$ cat config.mk
export PLATFORM = sky130hd
export DESIGN_NAME = tokring_node
export DESIGN_NICKNAME = d
export VERILOG_FILES = /design/src/rtl/tokring_pkg.sv /design/src/rtl/tokring_ctrl.sv /design/src/rtl/tokring_dp.sv /design/src/rtl/tokring_node.sv
export SDC_FILE = /design/constraint.sdc
export NUM_CORES = 1
export LEC_CHECK = 0
export ABC_CLOCK_PERIOD_IN_PS = 2700
export BUFFER_PORTS_ARGS = -buffer_cell sky130_fd_sc_hd__buf_2
export CAP_MARGIN = 20
export CORE_AREA = 2 2 39 41
export CTS_BUF_LIST = sky130_fd_sc_hd__clkbuf_16
export CTS_CLUSTER_DIAMETER = 80
export DETAILED_ROUTE_END_ITERATION = 16
export DIE_AREA = 0 0 41 43
export PLACE_DENSITY_LB_ADDON = 0.08
export REMOVE_ABC_BUFFERS = 1
export SLEW_MARGIN = 5
export SYNTH_ARGS = -nofsm -noshare
export SYNTH_HDL_FRONTEND = slang
export SYNTH_SLANG_ARGS = --single-unit
$ cat constraint.sdc
create_clock -name clk -period 2.7 [get_ports clk]
set_input_delay 0.54 -clock clk [delete_from_list [all_inputs] [get_ports clk]]
set_output_delay 0.54 -clock clk [all_outputs]
set_load 0.03 [all_outputs]
$ cat src/rtl/tokring_pkg.sv
`timescale 1ns/1ps
package tokring_pkg;

  // Strobes from control to datapath, one decision per cycle
  typedef struct packed {
    logic capture;   // arriving token taken for the local request
    logic fwdIn;     // arriving token goes straight to the output
    logic parkIn;    // arriving token waits one round inside the node
    logic emitHeld;  // lowest waiting token goes to the output
    logic emitRel;   // released token goes straight to the output
    logic parkRel;   // released token waits inside the node
  } tokStrobe_t;

  function automatic int chWidth(int n);
    return (n > 1) ? $clog2(n) : 1;
  endfunction

endpackage

$ cat src/rtl/tokring_ctrl.sv
`timescale 1ns/1ps
module tokring_ctrl
  import tokring_pkg::*;
(
  input  logic       ringInValid,
  input  logic       reqHit,
  input  logic       heldAny,
  input  logic       relValid,
  output tokStrobe_t strobe
);

  logic passIn;

  always_comb begin
    passIn          = ringInValid && !reqHit;
    strobe.capture  = ringInValid && reqHit;
    // waiting tokens beat arrivals; arrivals beat releases
    strobe.emitHeld = heldAny;
    strobe.fwdIn    = passIn && !heldAny;
    strobe.parkIn   = passIn && heldAny;
    strobe.emitRel  = relValid && !heldAny && !passIn;
    strobe.parkRel  = relValid && (heldAny || passIn);
  end

endmodule

$ cat src/rtl/tokring_dp.sv
`timescale 1ns/1ps
module tokring_dp
  import tokring_pkg::*;
#(
  parameter int NUM_CH      = 4,
  parameter bit IS_INJECTOR = 1'b0,
  localparam int CH_W       = chWidth(NUM_CH)
) (
  input  logic              clk,
  input  logic              rst_n,
  input  logic [CH_W-1:0]   ringInCh,
  input  logic [NUM_CH-1:0] reqVec,
  input  logic [CH_W-1:0]   relCh,
  input  tokStrobe_t        strobe,
  output logic              reqHit,
  output logic              heldAny,
  output logic [NUM_CH-1:0] holdVec,
  output logic              ringOutValid,
  output logic [CH_W-1:0]   ringOutCh,
  output logic [NUM_CH-1:0] grantVec
);

  localparam logic [NUM_CH-1:0] ONE_V   = NUM_CH'(1);
  localparam logic [NUM_CH-1:0] INIT_HV = IS_INJECTOR ? {NUM_CH{1'b1}} : '0;

  logic [NUM_CH-1:0] inHot;
  logic [NUM_CH-1:0] relHot;
  logic [NUM_CH-1:0] heldHot;
  logic [CH_W-1:0]   heldCh;
  logic [NUM_CH-1:0] holdNext;
  logic              outValidNext;
  logic [CH_W-1:0]   outChNext;

  // per-channel id decode of the arriving and the released token
  for (genvar g = 0; g < NUM_CH; g++) begin : g_decode
    assign inHot[g]  = (ringInCh == CH_W'(g));
    assign relHot[g] = (relCh == CH_W'(g));
  end

  assign reqHit  = |(reqVec & inHot);
  assign heldAny = |holdVec;
  // isolate lowest waiting channel
  assign heldHot = holdVec & (~holdVec + ONE_V);

  always_comb begin
    heldCh = '0;
    for (int i = 0; i < NUM_CH; i++) begin
      if (heldHot[i]) heldCh = heldCh | CH_W'(i);
    end
  end

  always_comb begin
    holdNext = holdVec;
    if (strobe.emitHeld) holdNext = holdNext & ~heldHot;
    if (strobe.parkIn)   holdNext = holdNext | inHot;
    if (strobe.parkRel)  holdNext = holdNext | relHot;
  end

  always_comb begin
    outValidNext = strobe.emitHeld || strobe.fwdIn || strobe.emitRel;
    if (strobe.emitHeld)   outChNext = heldCh;
    else if (strobe.fwdIn) outChNext = ringInCh;
    else                   outChNext = relCh;
  end

  always_ff @(posedge clk or negedge rst_n) begin
    if (!rst_n) begin
      holdVec      <= INIT_HV;
      ringOutValid <= 1'b0;
      ringOutCh    <= '0;
      grantVec     <= '0;
    end else begin
      holdVec      <= holdNext;
      ringOutValid <= outValidNext;
      if (outValidNext) ringOutCh <= outChNext;
      grantVec     <= strobe.capture ? inHot : '0;
    end
  end

endmodule

$ cat src/rtl/tokring_node.sv
`timescale 1ns/1ps
module tokring_node
  import tokring_pkg::*;
#(
  parameter int NUM_CH      = 4,
  parameter bit IS_INJECTOR = 1'b0,
  localparam int CH_W       = chWidth(NUM_CH)
) (
  input  logic              clk,
  input  logic              rst_n,
  input  logic              ringInValid,
  input  logic [CH_W-1:0]   ringInCh,
  output logic              ringOutValid,
  output logic [CH_W-1:0]   ringOutCh,
  input  logic [NUM_CH-1:0] reqVec,
  output logic [NUM_CH-1:0] grantVec,
  input  logic              relValid,
  input  logic [CH_W-1:0]   relCh
);

  tokStrobe_t        strobe;
  logic              reqHit;
  logic              heldAny;
  logic [NUM_CH-1:0] holdVec;

  tokring_ctrl u_ctrl (
    .ringInValid (ringInValid),
    .reqHit      (reqHit),
    .heldAny     (heldAny),
    .relValid    (relValid),
    .strobe      (strobe)
  );

  tokring_dp #(
    .NUM_CH      (NUM_CH),
    .IS_INJECTOR (IS_INJECTOR)
  ) u_dp (
    .clk          (clk),
    .rst_n        (rst_n),
    .ringInCh     (ringInCh),
    .reqVec       (reqVec),
    .relCh        (relCh),
    .strobe       (strobe),
    .reqHit       (reqHit),
    .heldAny      (heldAny),
    .holdVec      (holdVec),
    .ringOutValid (ringOutValid),
    .ringOutCh    (ringOutCh),
    .grantVec     (grantVec)
  );

endmodule

==> flow_summary.yaml, run 1 <==
run_status:
  status: "complete, no violations"
detailed_routing:
  vias: 501
  ant_nets: 0
  drc: 0
  wl_mm: 1.26
  drtIter0Drc: 5
  drt_pass1_iterations: 4
  wl_per_cell_um: 13.8
  via_per_inst: 5.51
clocking:
  clkSlewWorstSetupHoldPaths_ns: 0.04
  clkSinkCount: 11
  cts_tree: "done"
  ctsHoldBuffers: 0
  cts_resized: 0
  clock_latency_ns: 0.23
  cts_max_level: 1
  cts_buffer_depth: 2
  post_cts_buffers: 0
  numCtsBuffers: 3
  cts_root_buffer: "clkbuf_16"
floorplanning:
  ioPinCount: 19
  die_w_um: 41
  die_area_um2: 1760
  start_util_pct: 42.0
  rows: 14
  die-height_um: 43
  core-area_um2: 1380
global_routing:
  grt_pass1_wl_mm: 2.10
  antenna_found_initial: 0
  gr-total-overflow: 0
  grt_pass1_vias: 466
  grt_usage_pct: 18.5
  grt_max_degree: 12
place:
  port_buffers: 18
  pre_cts_slack_ns: 1.01
  dpl.hpwl_um: 959
  routabilityCongestion: 0.831
sta:
  rsz0062_at_grt: "false"
  finalHoldViolCount: 0
  fin_ws_ns: 1.15
  slew_viol_final: 0
  finClkSkew_ns: 0.000231
  fin_crit_ns: 1.55
  worst_pin_slew_ns: 0.366
  final.setup.tns_ns: 0
  max_freq_ghz: 0.646
  setup_viol: 0
  finalCritPeriodShare_pct: 57.3
  slew_headroom_pct: 75.4
yosys:
  synth_area_per_cell_um2: 11.0
  synth_top_family_by_area: "simple AND/OR/NAND/NOR gates"
  async_reset_ff_share_pct: 100
  ys_seq_area_share_pct: 47.4
  synthMuxAreaShare_pct: 0
  synth_xor_area_share_pct: 0
  yosys.area_share.adder_pct: 0
  ys_ff_latch: 11
  synth_edf_count: 0
  syn_area_um2: 581
  synthSimpleGateAreaFrac_pct: 28.4
  synthFlopType: "dfrtp_1"
  synthCells: 53
  synth-compound-area-share_pct: 21.6
  ys_types: 26
  synth_warnings: 0
critical_path:
  worstSetupPathType: "flip-flop to flip-flop"
  start_kind: "flip-flop"
  end_kind: "flip-flop"
  cp.required_ns: 2.82
  cp_max_fo: 7
  worstRegToRegCells: 4
  arrival_ns: 1.67
pwr:
  cellLeakagePower_nw: 0.403
  peakVddDrop_uv: 295
  p_per_area_nw_per_um2: 776
hold_path:
  hold_path_class: "input port to asynchronous set/reset pin"
run:
  maxCapViolCount: 0
finish:
  antennaDiodeCount: 0
  drive_above_1_share_pct: 37.3
  area_delta_synth_final_pct: 32.5
  num-nets-final: 88
==> worst max-delay path: stages, from the launching register on <==
cell and delay, ns:
dfrtp_1 0.46, or4_4 0.59, nand2_1 0.10, o21ai_1 0.07
a41o_1 0.21
==> Yosys cell counts (2+ instances only) <==
cell type | count | share of area (%)
a41o_1 | 2 | 3.4
dfrtp_1 | 11 | 47
inv_1 | 4 | 2.6
nand2_1 | 5 | 3.2
nand2b_1 | 3 | 3.2
nor2_1 | 7 | 4.5
o21ai_0 | 2 | 1.7
==> path summary, 6_finish.rpt <==
kind                            slack [ns]                 to         startpoint
min in group clk                      0.49  u_dp.ringOutCh[0]  u_dp.ringOutCh[0]
worst min register to register        0.49  u_dp.ringOutCh[0]  u_dp.ringOutCh[0]
worst max register to register        1.15    u_dp.holdVec[3]    u_dp.holdVec[1]
worst max-delay path                  1.15    u_dp.holdVec[3]    u_dp.holdVec[1]
max in group asynchronous             2.34    u_dp.holdVec[0]              rst_n
worst min-delay path                  0.17   u_dp.grantVec[0]              rst_n
==> registers in the layout, indices dropped and copies added, names as in the netlist <==
register and cells:
u_dp.ringOutCh 2, u_dp.grantVec 4, u_dp.holdVec 4, u_dp.ringOutValid 1
==> final cells by class <==
cell class | count | area, um2
Clock inverter | 1 | 3.75
Timing Repair Buffer | 18 | 90.1
Inverter | 4 | 15.0
Clock buffer | 3 | 75.1
Fill cell | 129 | 614
Sequential cell | 11 | 275
Tap cell | 16 | 20.0
Multi-Input combinational cell | 38 | 290
==> logic make-up after synthesis <==
| family | count (synthesis) |
|---|---|
| AND/OR/NAND/NOR | 23 |
| flip-flops | 11 |
| buffers and inverters | 4 |
| AO/OA/AOI/OAI | 15 |
==> per-stage QoR <==
stage	hold slack, ns	std cells	utilization (%)	cell area [um2]	power [mW]
finish	0.165	91	55.6	769	0.597
CTS	0.173	91	55.6	769	0.605
floorplan	0.244	53	-	581	0.295
global placement	0.421	87	49.9	691	0.337
global route	0.181	91	55.6	769	0.633
detailed placement	0.422	87	49.9	691	0.337
==> cells in the final DEF (no fill, tap or decap) <==
cell type,synthesis,layout
o41ai_1,1,1
dfrtp_1,11,11
inv_1,4,5
buf_2,0,18
o2111ai_1,1,1
nand2b_1,3,3
o32a_1,1,1
a211o_1,1,1
a31o_2,1,1
a21oi_1,1,1
o31ai_1,1,1
clkbuf_16,0,3
nor4_1,1,1
a2bb2oi_1,1,1
nand3b_4,1,1
nand3_1,1,1
nand2_1,5,5
and4b_1,1,1
a32o_2,1,1
o21ai_1,1,1
a211oi_2,1,1
nor2_1,7,7
nor4_4,1,1
nand4_1,1,1
a41o_1,2,2
o21ai_0,2,2
or4_4,1,1
nand4_4,1,1
==> where the power goes <==
| group | total, mW | internal [mW] | switching [mW] | leakage, nW |
|---|---|---|---|---|
| Clock | 0.262 | 0.194 | 0.0682 | 0.0423 |
| Sequential | 0.200 | 0.184 | 0.0158 | 0.144 |
| Combinational | 0.135 | 0.0546 | 0.0802 | 0.217 |
==> per-layer routing <==
metal / track usage (%) / wire (um) / vias up
li1: - / - / 250
met4: 10.0 / 14 / 0
met3: 6.28 / 81 / 2
met1: 21.1 / 501 / 233
met5: 0 / 0 / -
met2: 28.7 / 657 / 16
Power figures use the tool's default switching activity.
==> run 2: changes to the inputs <==
- ABC_CLOCK_PERIOD_IN_PS: 2700 -> 1600
- clock period: 2.7 -> 1.6 ns (I/O delays scaled with it)
==> flow_summary.yaml, run 2 (synthesized netlist as in run 1, its figures left out) <==
critical_path:
  end_kind: "flip-flop"
  cp_cell_sequence: "or4_4 -> nand2_1 -> o21ai_1 -> a41o_1"
  start_kind: "flip-flop"
  arrival_ns: 1.61
  critPathTopFamily: "simple AND/OR/NAND/NOR gates"
  slowest_delay_ns: 0.58
  cp_max_fo: 7
  worstSetupPathType: "flip-flop to flip-flop"
  crit_buf_inv: 0
  cp.required_ns: 1.72
  crit_slowest_cell: "or4_4"
  r2r_slack_ns: 0.12
clocking:
  clkSlewWorstSetupHoldPaths_ns: 0.04
  post_cts_buffers: 0
  cts_resized: 0
  cts_buffer_depth: 2
  clkSinkCount: 11
  cts_max_level: 1
  cts_root_buffer: "clkbuf_16"
  clock_latency_ns: 0.24
  numCtsBuffers: 3
  cts_tree: "done"
run:
  maxCapViolCount: 0
floorplanning:
  die_w_um: 41
  ioPinCount: 19
  start_util_pct: 42.0
  core-area_um2: 1380
  rows: 14
  die_area_um2: 1760
  die-height_um: 43
pwr:
  p_per_area_nw_per_um2: 1290
  clkPwrFrac_pct: 43.5
  p_seq_share_pct: 32.8
  cellLeakagePower_nw: 0.417
  p_sw_uw: 282
  switching_share_pct: 27.6
  peakVddDrop_uv: 747
  p_comb_share_pct: 23.7
  intPower_uw: 742
  total_power_mw: 1.02
global_routing:
  grt_usage_pct: 18.7
  grt_max_degree: 12
  gr-total-overflow: 0
  grt_pass1_vias: 494
  grt_pass1_wl_mm: 2.16
  antenna_found_initial: 0
detailed_routing:
  drtIter0Drc: 1
  via_per_inst: 5.56
  ant_nets: 0
  wl_mm: 1.27
  wl_per_cell_um: 13.5
  drt_pass1_iterations: 4
  vias: 523
  drc: 0
place:
  port_buffers: 18
  dpl.hpwl_um: 978
  routabilityCongestion: 0.842
  post-place-cells: 89
finish:
  antennaDiodeCount: 0
  area_delta_synth_final_pct: 36.9
  num-nets-final: 91
  layout_commonest_cell: "buf_2"
  fin_cells: 94
  fin_util_pct: 57.4
  layout_common_cells: "18 x buf_2, 11 x dfrtp_1, 7 x nor2_1, 5 x nand2_1, 5 x inv_1"
  top_regs: "u_dp.grantVec x4, u_dp.holdVec x4, u_dp.ringOutCh x2"
  drive_above_1_share_pct: 38.5
sta:
  slew_viol_final: 0
  max_freq_ghz: 0.674
  finClkSkew_ns: 0.00180
  slew_headroom_pct: 79.3
  worst_pin_slew_ns: 0.306
  final.setup.tns_ns: 0
  setup_viol: 0
  finalCritPeriodShare_pct: 92.7
  finalHoldViolCount: 0
  fin_crit_ns: 1.48
  rsz0062_at_grt: "false"
hold_path:
  hold_path_class: "input port to flip-flop"
run_status:
  status: "complete, no violations"
-- run 2: cell types whose count changed in the layout (fill, tap and decap cells not counted), sizes merged --
cell         change
buf              +2
dlygate4sd3      +1
-- run 2: routing by layer --
metal	up-vias	share of wire, %	global-route usage, %
met5	-	0	0
li1	251	-	-
met3	4	7.9	4.71
met4	0	2.7	10.0
met1	248	42	23.8
met2	20	47	27.8
-- run 2: through the flow --
step	hold WS [ns]	instance area [um2]	setup WS [ns]
after global placement	0.204	706	0.132
after CTS	0.355	795	0.117
after global routing	0.371	795	0.0531
after floorplan	0.0244	581	0.167
final	0.356	795	0.116
after detailed placement	0.201	706	0.121
-- run 2: final cells by class --
type / instances / area [um2]
clock buffers: 3 / 75.1
clock inverters: 1 / 3.75
fillers: 125 / 589
inverters: 4 / 15.0
multi-input cells: 38 / 290
flip-flops and latches: 11 / 275
well taps: 16 / 20.0
repair buffers: 21 / 115
-- run 2: power groups by stage --
stage                     registers (mW)  logic, mW  clock network, mW
final                              0.336      0.242              0.446
after global routing               0.343      0.265              0.469
after floorplan                    0.387      0.110                  0
after CTS                          0.336      0.243              0.457
after detailed placement           0.340      0.239                  0
after global placement             0.340      0.240                  0
-- run 2: path summary, 6_finish.rpt --
| check | cells after the start | startpoint | to |
|---|---|---|---|
| worst min register to register | 1 | u_dp.ringOutCh[0] | u_dp.ringOutCh[0] |
| worst min-delay path | 2 | relCh[0] | u_dp.holdVec[3] |
| worst max-delay path | 4 | u_dp.holdVec[1] | u_dp.holdVec[3] |
| worst max register to register | 4 | u_dp.holdVec[1] | u_dp.holdVec[3] |
| min in group asynchronous | 2 | rst_n | u_dp.grantVec[3] |
| max in group asynchronous | 2 | rst_n | u_dp.holdVec[2] |
-- run 2: what timing repair did --
item,CTS,global route
hold buffers,1,0
setup endpoints to repair,0,0
endpoints found under the hold margin,11,0
